--- src/rtl/rstk_pkg.sv ---
package rstk_pkg;

    localparam int RSTK_DATA_W = 16;
    localparam int RSTK_DEPTH  = 6;

    typedef enum logic [1:0] {
        RSTK_IDLE = 2'd0,
        RSTK_PUSH = 2'd1,
        RSTK_POP  = 2'd2
    } rstk_op_e;

    // Pop wins over push when both strobes are high.
    function automatic rstk_op_e rstk_decode(input logic push, input logic pop);
        if (pop)       return RSTK_POP;
        else if (push) return RSTK_PUSH;
        else           return RSTK_IDLE;
    endfunction

endpackage

--- src/rtl/rstk_ptr_ctrl.sv ---
module rstk_ptr_ctrl
    import rstk_pkg::*;
#(
    parameter int DEPTH = RSTK_DEPTH,
    parameter int PTR_W = $clog2(DEPTH + 1)
) (
    input  logic             clk,
    input  logic             rst,
    input  logic             push_i,
    input  logic             pop_i,
    output logic             wr_en_o,
    output logic [PTR_W-1:0] wr_idx_o,
    output logic [PTR_W-1:0] rd_idx_o,
    output logic [PTR_W-1:0] ptr_o,
    output logic             ovf_o,
    output logic             unf_o
);

    localparam logic [PTR_W-1:0] FULL_P = PTR_W'(DEPTH);
    localparam logic [PTR_W-1:0] LAST_P = PTR_W'(DEPTH - 1);
    localparam logic [PTR_W-1:0] ONE_P  = PTR_W'(1);

    typedef struct packed {
        logic [PTR_W-1:0] ptr;
        logic             ovf;
        logic             unf;
    } state_t;

    state_t   st_d, st_q;
    rstk_op_e op;

    always_comb begin
        op       = rstk_decode(push_i, pop_i);
        st_d     = st_q;
        st_d.ovf = 1'b0;
        st_d.unf = 1'b0;
        wr_en_o  = 1'b0;
        wr_idx_o = st_q.ptr;
        rd_idx_o = '0;
        unique case (op)
            RSTK_PUSH: begin
                wr_en_o = 1'b1;
                if (st_q.ptr >= FULL_P) begin
                    wr_idx_o = '0;
                    st_d.ptr = ONE_P;
                    st_d.ovf = 1'b1;
                end else begin
                    st_d.ptr = st_q.ptr + ONE_P;
                end
            end
            RSTK_POP: begin
                if (st_q.ptr == '0) begin
                    rd_idx_o = LAST_P;
                    st_d.ptr = LAST_P;
                    st_d.unf = 1'b1;
                end else begin
                    rd_idx_o = st_q.ptr - ONE_P;
                    st_d.ptr = st_q.ptr - ONE_P;
                end
            end
            default: ;
        endcase
    end

    always_ff @(posedge clk) begin
        if (rst) st_q <= '0;
        else     st_q <= st_d;
    end

    assign ptr_o = st_q.ptr;
    assign ovf_o = st_q.ovf;
    assign unf_o = st_q.unf;

    AST_PTR_RANGE: assert property (@(posedge clk) disable iff (rst)
        st_q.ptr <= FULL_P);
    AST_PUSH_ADVANCE: assert property (@(posedge clk) disable iff (rst)
        (push_i && !pop_i && st_q.ptr < FULL_P) |=> st_q.ptr == PTR_W'($past(st_q.ptr) + ONE_P));
    AST_POP_RETREAT: assert property (@(posedge clk) disable iff (rst)
        (pop_i && st_q.ptr != '0) |=> st_q.ptr == PTR_W'($past(st_q.ptr) - ONE_P));
    AST_OVF_WRAP: assert property (@(posedge clk) disable iff (rst)
        (push_i && !pop_i && st_q.ptr >= FULL_P) |=> (st_q.ptr == ONE_P && ovf_o));
    AST_UNF_WRAP: assert property (@(posedge clk) disable iff (rst)
        (pop_i && st_q.ptr == '0) |=> (st_q.ptr == LAST_P && unf_o));
    AST_EVENTS_EXCL: assert property (@(posedge clk) disable iff (rst)
        !(ovf_o && unf_o));
    AST_OVF_PULSE: assert property (@(posedge clk) disable iff (rst)
        ovf_o |=> !ovf_o);
    AST_UNF_PULSE: assert property (@(posedge clk) disable iff (rst)
        unf_o |=> !unf_o);
    AST_POP_PRIORITY: assert property (@(posedge clk) disable iff (rst)
        (push_i && pop_i) |-> !wr_en_o);

endmodule

--- src/rtl/rstk_store.sv ---
module rstk_store #(
    parameter int DEPTH  = 6,
    parameter int DATA_W = 16,
    parameter int PTR_W  = $clog2(DEPTH + 1)
) (
    input  logic              clk,
    input  logic              rst,
    input  logic              wr_en_i,
    input  logic [PTR_W-1:0]  wr_idx_i,
    input  logic [DATA_W-1:0] wr_data_i,
    input  logic [PTR_W-1:0]  rd_idx_i,
    output logic [DATA_W-1:0] rd_data_o
);

    logic [DATA_W-1:0] ent_q [DEPTH];
    logic [DATA_W-1:0] ent_d [DEPTH];

    for (genvar g = 0; g < DEPTH; g++) begin : g_entry
        always_comb begin
            ent_d[g] = ent_q[g];
            if (wr_en_i && wr_idx_i == PTR_W'(g)) ent_d[g] = wr_data_i;
        end

        always_ff @(posedge clk) begin
            if (rst) ent_q[g] <= '0;
            else     ent_q[g] <= ent_d[g];
        end
    end

    always_comb begin
        rd_data_o = '0;
        for (int i = 0; i < DEPTH; i++) begin
            if (rd_idx_i == PTR_W'(i)) rd_data_o = ent_q[i];
        end
    end

    AST_WRITE_IN_RANGE: assert property (@(posedge clk) disable iff (rst)
        wr_en_i |-> wr_idx_i < PTR_W'(DEPTH));

endmodule

--- src/rtl/rstk_top.sv ---
module rstk_top
    import rstk_pkg::*;
#(
    parameter int DEPTH  = RSTK_DEPTH,
    parameter int DATA_W = RSTK_DATA_W,
    parameter int PTR_W  = $clog2(DEPTH + 1)
) (
    input  logic              clk,
    input  logic              rst,
    input  logic              push_i,
    input  logic [DATA_W-1:0] push_data_i,
    input  logic              pop_i,
    output logic [DATA_W-1:0] pop_data_o,
    output logic [PTR_W-1:0]  depth_o,
    output logic              overflow_o,
    output logic              underflow_o
);

    logic              wr_en;
    logic [PTR_W-1:0]  wr_idx;
    logic [PTR_W-1:0]  rd_idx;
    logic [DATA_W-1:0] rd_data;

    rstk_ptr_ctrl #(
        .DEPTH (DEPTH),
        .PTR_W (PTR_W)
    ) i_ptr (
        .clk      (clk),
        .rst      (rst),
        .push_i   (push_i),
        .pop_i    (pop_i),
        .wr_en_o  (wr_en),
        .wr_idx_o (wr_idx),
        .rd_idx_o (rd_idx),
        .ptr_o    (depth_o),
        .ovf_o    (overflow_o),
        .unf_o    (underflow_o)
    );

    rstk_store #(
        .DEPTH  (DEPTH),
        .DATA_W (DATA_W),
        .PTR_W  (PTR_W)
    ) i_store (
        .clk       (clk),
        .rst       (rst),
        .wr_en_i   (wr_en),
        .wr_idx_i  (wr_idx),
        .wr_data_i (push_data_i),
        .rd_idx_i  (rd_idx),
        .rd_data_o (rd_data)
    );

    assign pop_data_o = pop_i ? rd_data : '0;

    AST_RESET_STATE: assert property (@(posedge clk)
        $past(rst) |-> (depth_o == '0 && !overflow_o && !underflow_o));

endmodule

--- config.mk ---
export PLATFORM = sky130hd
export DESIGN_NAME = rstk_top
export DESIGN_NICKNAME = d
export VERILOG_FILES = /design/src/rtl/rstk_pkg.sv /design/src/rtl/rstk_ptr_ctrl.sv /design/src/rtl/rstk_store.sv /design/src/rtl/rstk_top.sv
export SDC_FILE = /design/constraint.sdc
export NUM_CORES = 1
export LEC_CHECK = 0
export BUFFER_PORTS_ARGS = -buffer_cell sky130_fd_sc_hd__buf_2
export CAP_MARGIN = 10
export CORE_MARGIN = 1.5
export CORE_UTILIZATION = 45
export CTS_CLUSTER_DIAMETER = 100
export DETAILED_ROUTE_END_ITERATION = 6
export PLACE_DENSITY_LB_ADDON = 0.3
export RECOVER_POWER = 50
export SKIP_LAST_GASP = 1
export SLEW_MARGIN = 20
export SYNTH_ARGS = -nofsm -noshare
export SYNTH_HDL_FRONTEND = slang
export SYNTH_SLANG_ARGS = --single-unit
export TNS_END_PERCENT = 100
--- constraint.sdc ---
create_clock -name clk -period 2.53 [get_ports clk]
set_input_delay 0.3795 -clock clk [delete_from_list [all_inputs] [get_ports clk]]
set_output_delay 0.3795 -clock clk [all_outputs]
set_load 0.02 [all_outputs]
==> PnR_summary.wiki <==
{| class="wikitable"
! Metric !! Value
|-
| Result of the run || complete, but fails checks
|-
| Failing checks || setup timing
|-
| Compound-cell area share of the yosys netlist || 12.3%
|-
| Slowest stage cell, crit path || sky130_fd_sc_hd__dfxtp_2
|-
| Final period demand of the worst path || 2.76 ns
|-
| Overflow left after global routing || 0
|-
| Buffer depth of the longest clock path || 2
|-
| Combinational family with the most area after synthesis || multiplexers
|-
| Average size of a mapped cell || 9.12 um^2
|-
| Clock tree from TritonCTS || yes
|-
| Switching power as a share of total power || 32.1%
|-
| Unrepaired setup endpoints after global routing || true
|-
| Leak || 2.63 nW
|-
| Insertion delay of the later-clocked pin in the worst-skew pair || 0.38 ns
|-
| Root buffer cell || sky130_fd_sc_hd__clkbuf_8
|-
| Average wire per standard cell || 17.8 um
|-
| Global-route wire length before repair || 20.5 mm
|-
| Share of flip-flops with an asynchronous set or reset after synthesis || 0%
|-
| Via density || 5.61
|-
| Count of flip-flops with a built-in enable after synthesis || 0
|-
| Summed negative setup slack over all endpoints || -2.91 ns
|-
| Final setup violation count || 16
|-
| Critical Path End Type || output port
|-
| Vias in the first global route || 3977
|-
| Area delta synth->final || 29.1%
|-
| Adder-cell share of the synthesized area || 1.08%
|-
| Vias post-DR || 3953
|-
| Number of storage elements in the synthesis netlist || 101
|-
| Maxcap violations || 0
|-
| Placer's final routability congestion estimate || 0.841
|-
| Width of the die || 105 um
|-
| Hold Crit Start || push_data_i[7]
|-
| Core ar. || 9910 um^2
|-
| Total I/O pin count || 41
|-
| Data arrival time of the worst path || 2.38 ns
|-
| Diodes inserted || 0
|-
| R2R Path Start || i_ptr.ptr_o[0]
|-
| Overall Global Routing Usage || 23.8%
|-
| Hold depth || 3
|-
| Endpoint, Worst Hold || i_store.ent_q[1][7]
|-
| DP HPWL || 7.75 mm
|-
| Final worst-path setup slack || -0.234 ns
|-
| Row count || 36
|-
| Capturing point of the worst reg2reg path || i_store.ent_q[0][5]
|-
| Count of different cell masters after synthesis || 39
|-
| Post-synthesis instance total || 510
|-
| Area of the die || 11000 um^2
|-
| Post-detailed-routing wire length || 12.5 mm
|-
| Beginning of the critical path || i_ptr.ptr_o[1]
|-
| Tightest Pin Transition || 0.686 ns
|-
| Setup skew after layout || 0.0143 ns
|-
| Part of the total power dissipated in combinational logic || 27.2%
|-
| Worst setup SP type || flop
|-
| Number of design-rule violations left by the first detailed-router iteration || 217
|-
| H-tree depth || 3
|-
| Number of buffers inserted for hold repair after clock tree synthesis || 0
|-
| Yosys warnings || 0
|-
| Layout cell share with drive strength beyond 1 || 32.7%
|-
| Initial core utilization || 46.9%
|-
| Maximum VDD drop || 421 uV
|-
| Cell Area, Synth || 4650 um^2
|-
| Xor-xnor portion of the synthesized cell area || 0%
|-
| Die H || 105 um
|-
| Seq/Total Area, Yosys || 43.5%
|-
| Number of failing hold endpoints at the final stage || 0
|-
| Fraction of power consumed by sequential logic || 44.4%
|-
| Cell internal power dissipation || 2.52 mW
|-
| Syn Nets || 534
|-
| Reported net switching power || 1.19 mW
|-
| Total power density per cell area || 618 nW/um^2
|-
| CTS buffer count || 9
|-
| Portion of the clock cycle consumed by the worst path in the final layout || 109%
|-
| Maximum number of pins on one net before global-route repair || 69
|-
| Final nets || 591
|-
| Post-route DRC violation count || 0
|-
| Worst-path cell chain || inv_2 > ha_4 > ha_4 > buf_6 > nor2b_4 > buf_12 > buf_4 > a21oi_2 > o31ai_1 > a211oi_2 > buf_4
|-
| FMAX || 362 MHz
|-
| Most common flop cell mapped by yosys || sky130_fd_sc_hd__dfxtp_1
|-
| Iteration count of the initial detailed-routing pass || 4
|-
| Clock-pin slew on the worst setup and hold paths || 0.11 ns
|-
| Portion of netlist area occupied by mux cells || 22.6%
|-
| Clock network fraction of total power || 28.4%
|-
| Simple-gate area share of the yosys netlist || 16.0%
|-
| Final Slew Violations || 0
|-
| Critical path fanouts, max || 15
|-
| Type of the tightest min-delay check || in -> reg
|-
| Maximum single-stage delay on the critical path || 0.34 ns
|-
| Util after Layout || 60.6%
|-
| Crit Path Category || reg -> out
|-
| Worst-case register-to-register setup slack || 0.49 ns
|-
| Required time of the critical path || 2.15 ns
|-
| Clock tree sinks || 101
|-
| Relative slew slack || 54.3%
|-
| Antenna violations before repair || 0
|-
| Number of nets with antenna violations after routing || 0
|-
| Cells on worst reg2reg path || 9
|-
| Number of port buffers || 40
|}
==> stage by stage <==
step / instances / worst slack, ns / cell area [um^2] / total power [mW] / hold slack (ns)
after floorplan: 510 / 0.00572 / 4880 / 2.21 / 0.433
after global placement: 679 / 0.0430 / 5340 / 2.47 / 0.440
after detailed placement: 679 / -0.00793 / 5340 / 2.48 / 0.451
after CTS: 701 / -0.188 / 5940 / 3.69 / 0.261
after global routing: 705 / -0.338 / 6010 / 3.87 / 0.288
final: 705 / -0.234 / 6010 / 3.71 / 0.276
==> power by group through the flow <==
| stage | registers [mW] | clock network (mW) | logic (mW) |
|---|---|---|---|
| 2_1_floorplan | 1.69 | 0 | 0.524 |
| 3_3_place_gp | 1.68 | 0 | 0.784 |
| 3_5_place_dp | 1.68 | 0 | 0.797 |
| 6_report | 1.65 | 1.05 | 1.01 |
| 4_1_cts | 1.65 | 1.07 | 0.972 |
| 5_1_grt | 1.65 | 1.14 | 1.08 |
==> Yosys cell counts (all sizes together) (6+ instances only) <==
library cell / instances / area [um^2]
o21ai: 17 / 88.8
a211oi: 11 / 82.6
nand2: 59 / 221
buf: 17 / 109
a311oi: 10 / 87.6
nand3: 6 / 30.0
a21oi: 27 / 135
mux2i: 81 / 815
clkbuf: 20 / 75.1
nor2: 84 / 315
mux2: 21 / 236
inv: 7 / 26.3
dfxtp: 101 / 2020
==> sequential cells by signal, indices dropped and copies added, names as in the netlist <==
register,flops
i_store.ent_q,96
i_ptr.ovf_o,1
i_ptr.ptr_o,3
i_ptr.unf_o,1
==> kinds of logic (layout without fill, tap and decap cells) <==
family,count (synthesis),in the layout
AOI/OAI and AO/OA,87,87
adders and majority gates,4,4
DFF,101,101
buffers and inverters,44,106
muxes,102,102
and+or+nand+nor,172,172
==> metal layers <==
metal / global-route usage [%] / routed length (um)
met5: 0 / 0
met4: 5.97 / 172
met3: 4.99 / 548
met1: 30.4 / 5570
met2: 41.0 / 6250
==> how the worst max path moves through the flow <==
stage | slack [ns] | endpoint
3_3_place_gp | 0.04 | pop_data_o[2]
5_1_grt | -0.34 | pop_data_o[9]
4_1_cts | -0.19 | pop_data_o[12]
2_1_floorplan | 0.006 | pop_data_o[0]
3_5_place_dp | -0.008 | pop_data_o[2]
6_report | -0.23 | pop_data_o[3]
==> layout by cell type (no fill, tap or decap), types with 6 or more instances in the layout <==
master	count
sky130_fd_sc_hd__buf_6	7
sky130_fd_sc_hd__o21ai_2	8
sky130_fd_sc_hd__mux2i_1	80
sky130_fd_sc_hd__nand2_1	58
sky130_fd_sc_hd__o21ai_0	7
sky130_fd_sc_hd__a211oi_2	7
sky130_fd_sc_hd__a21oi_2	6
sky130_fd_sc_hd__nor2_1	83
sky130_fd_sc_hd__dfxtp_1	99
sky130_fd_sc_hd__buf_2	24
sky130_fd_sc_hd__a21oi_1	17
sky130_fd_sc_hd__mux2_2	16
sky130_fd_sc_hd__clkbuf_8	9
sky130_fd_sc_hd__a311oi_4	10
sky130_fd_sc_hd__buf_4	43
==> what timing repair did <==
item,4_1_cts,5_1_grt
setup buffers,4,4
resized for setup,78,8
pin swaps,7,0
cloned,2,0
setup endpoints to repair,16,16
==> critical path, delay by kind of cell (launching register included) <==
family	cells	cell delay (ns)
fa+ha+maj	2	0.28
simple gates	1	0.05
buf+inv	5	0.66
flops	1	0.34
compound gates	3	0.67
==> cell type report <==
class,instances,area [um^2]
fillers,857,3900
multi-input cells,365,2900
flip-flops and latches,101,2020
repair buffers,83,684
well taps,133,166
clock buffers,10,128
clock inverters,6,71.3
inverters,7,30.0
No activity file was read; power rests on OpenSTA's default activity.
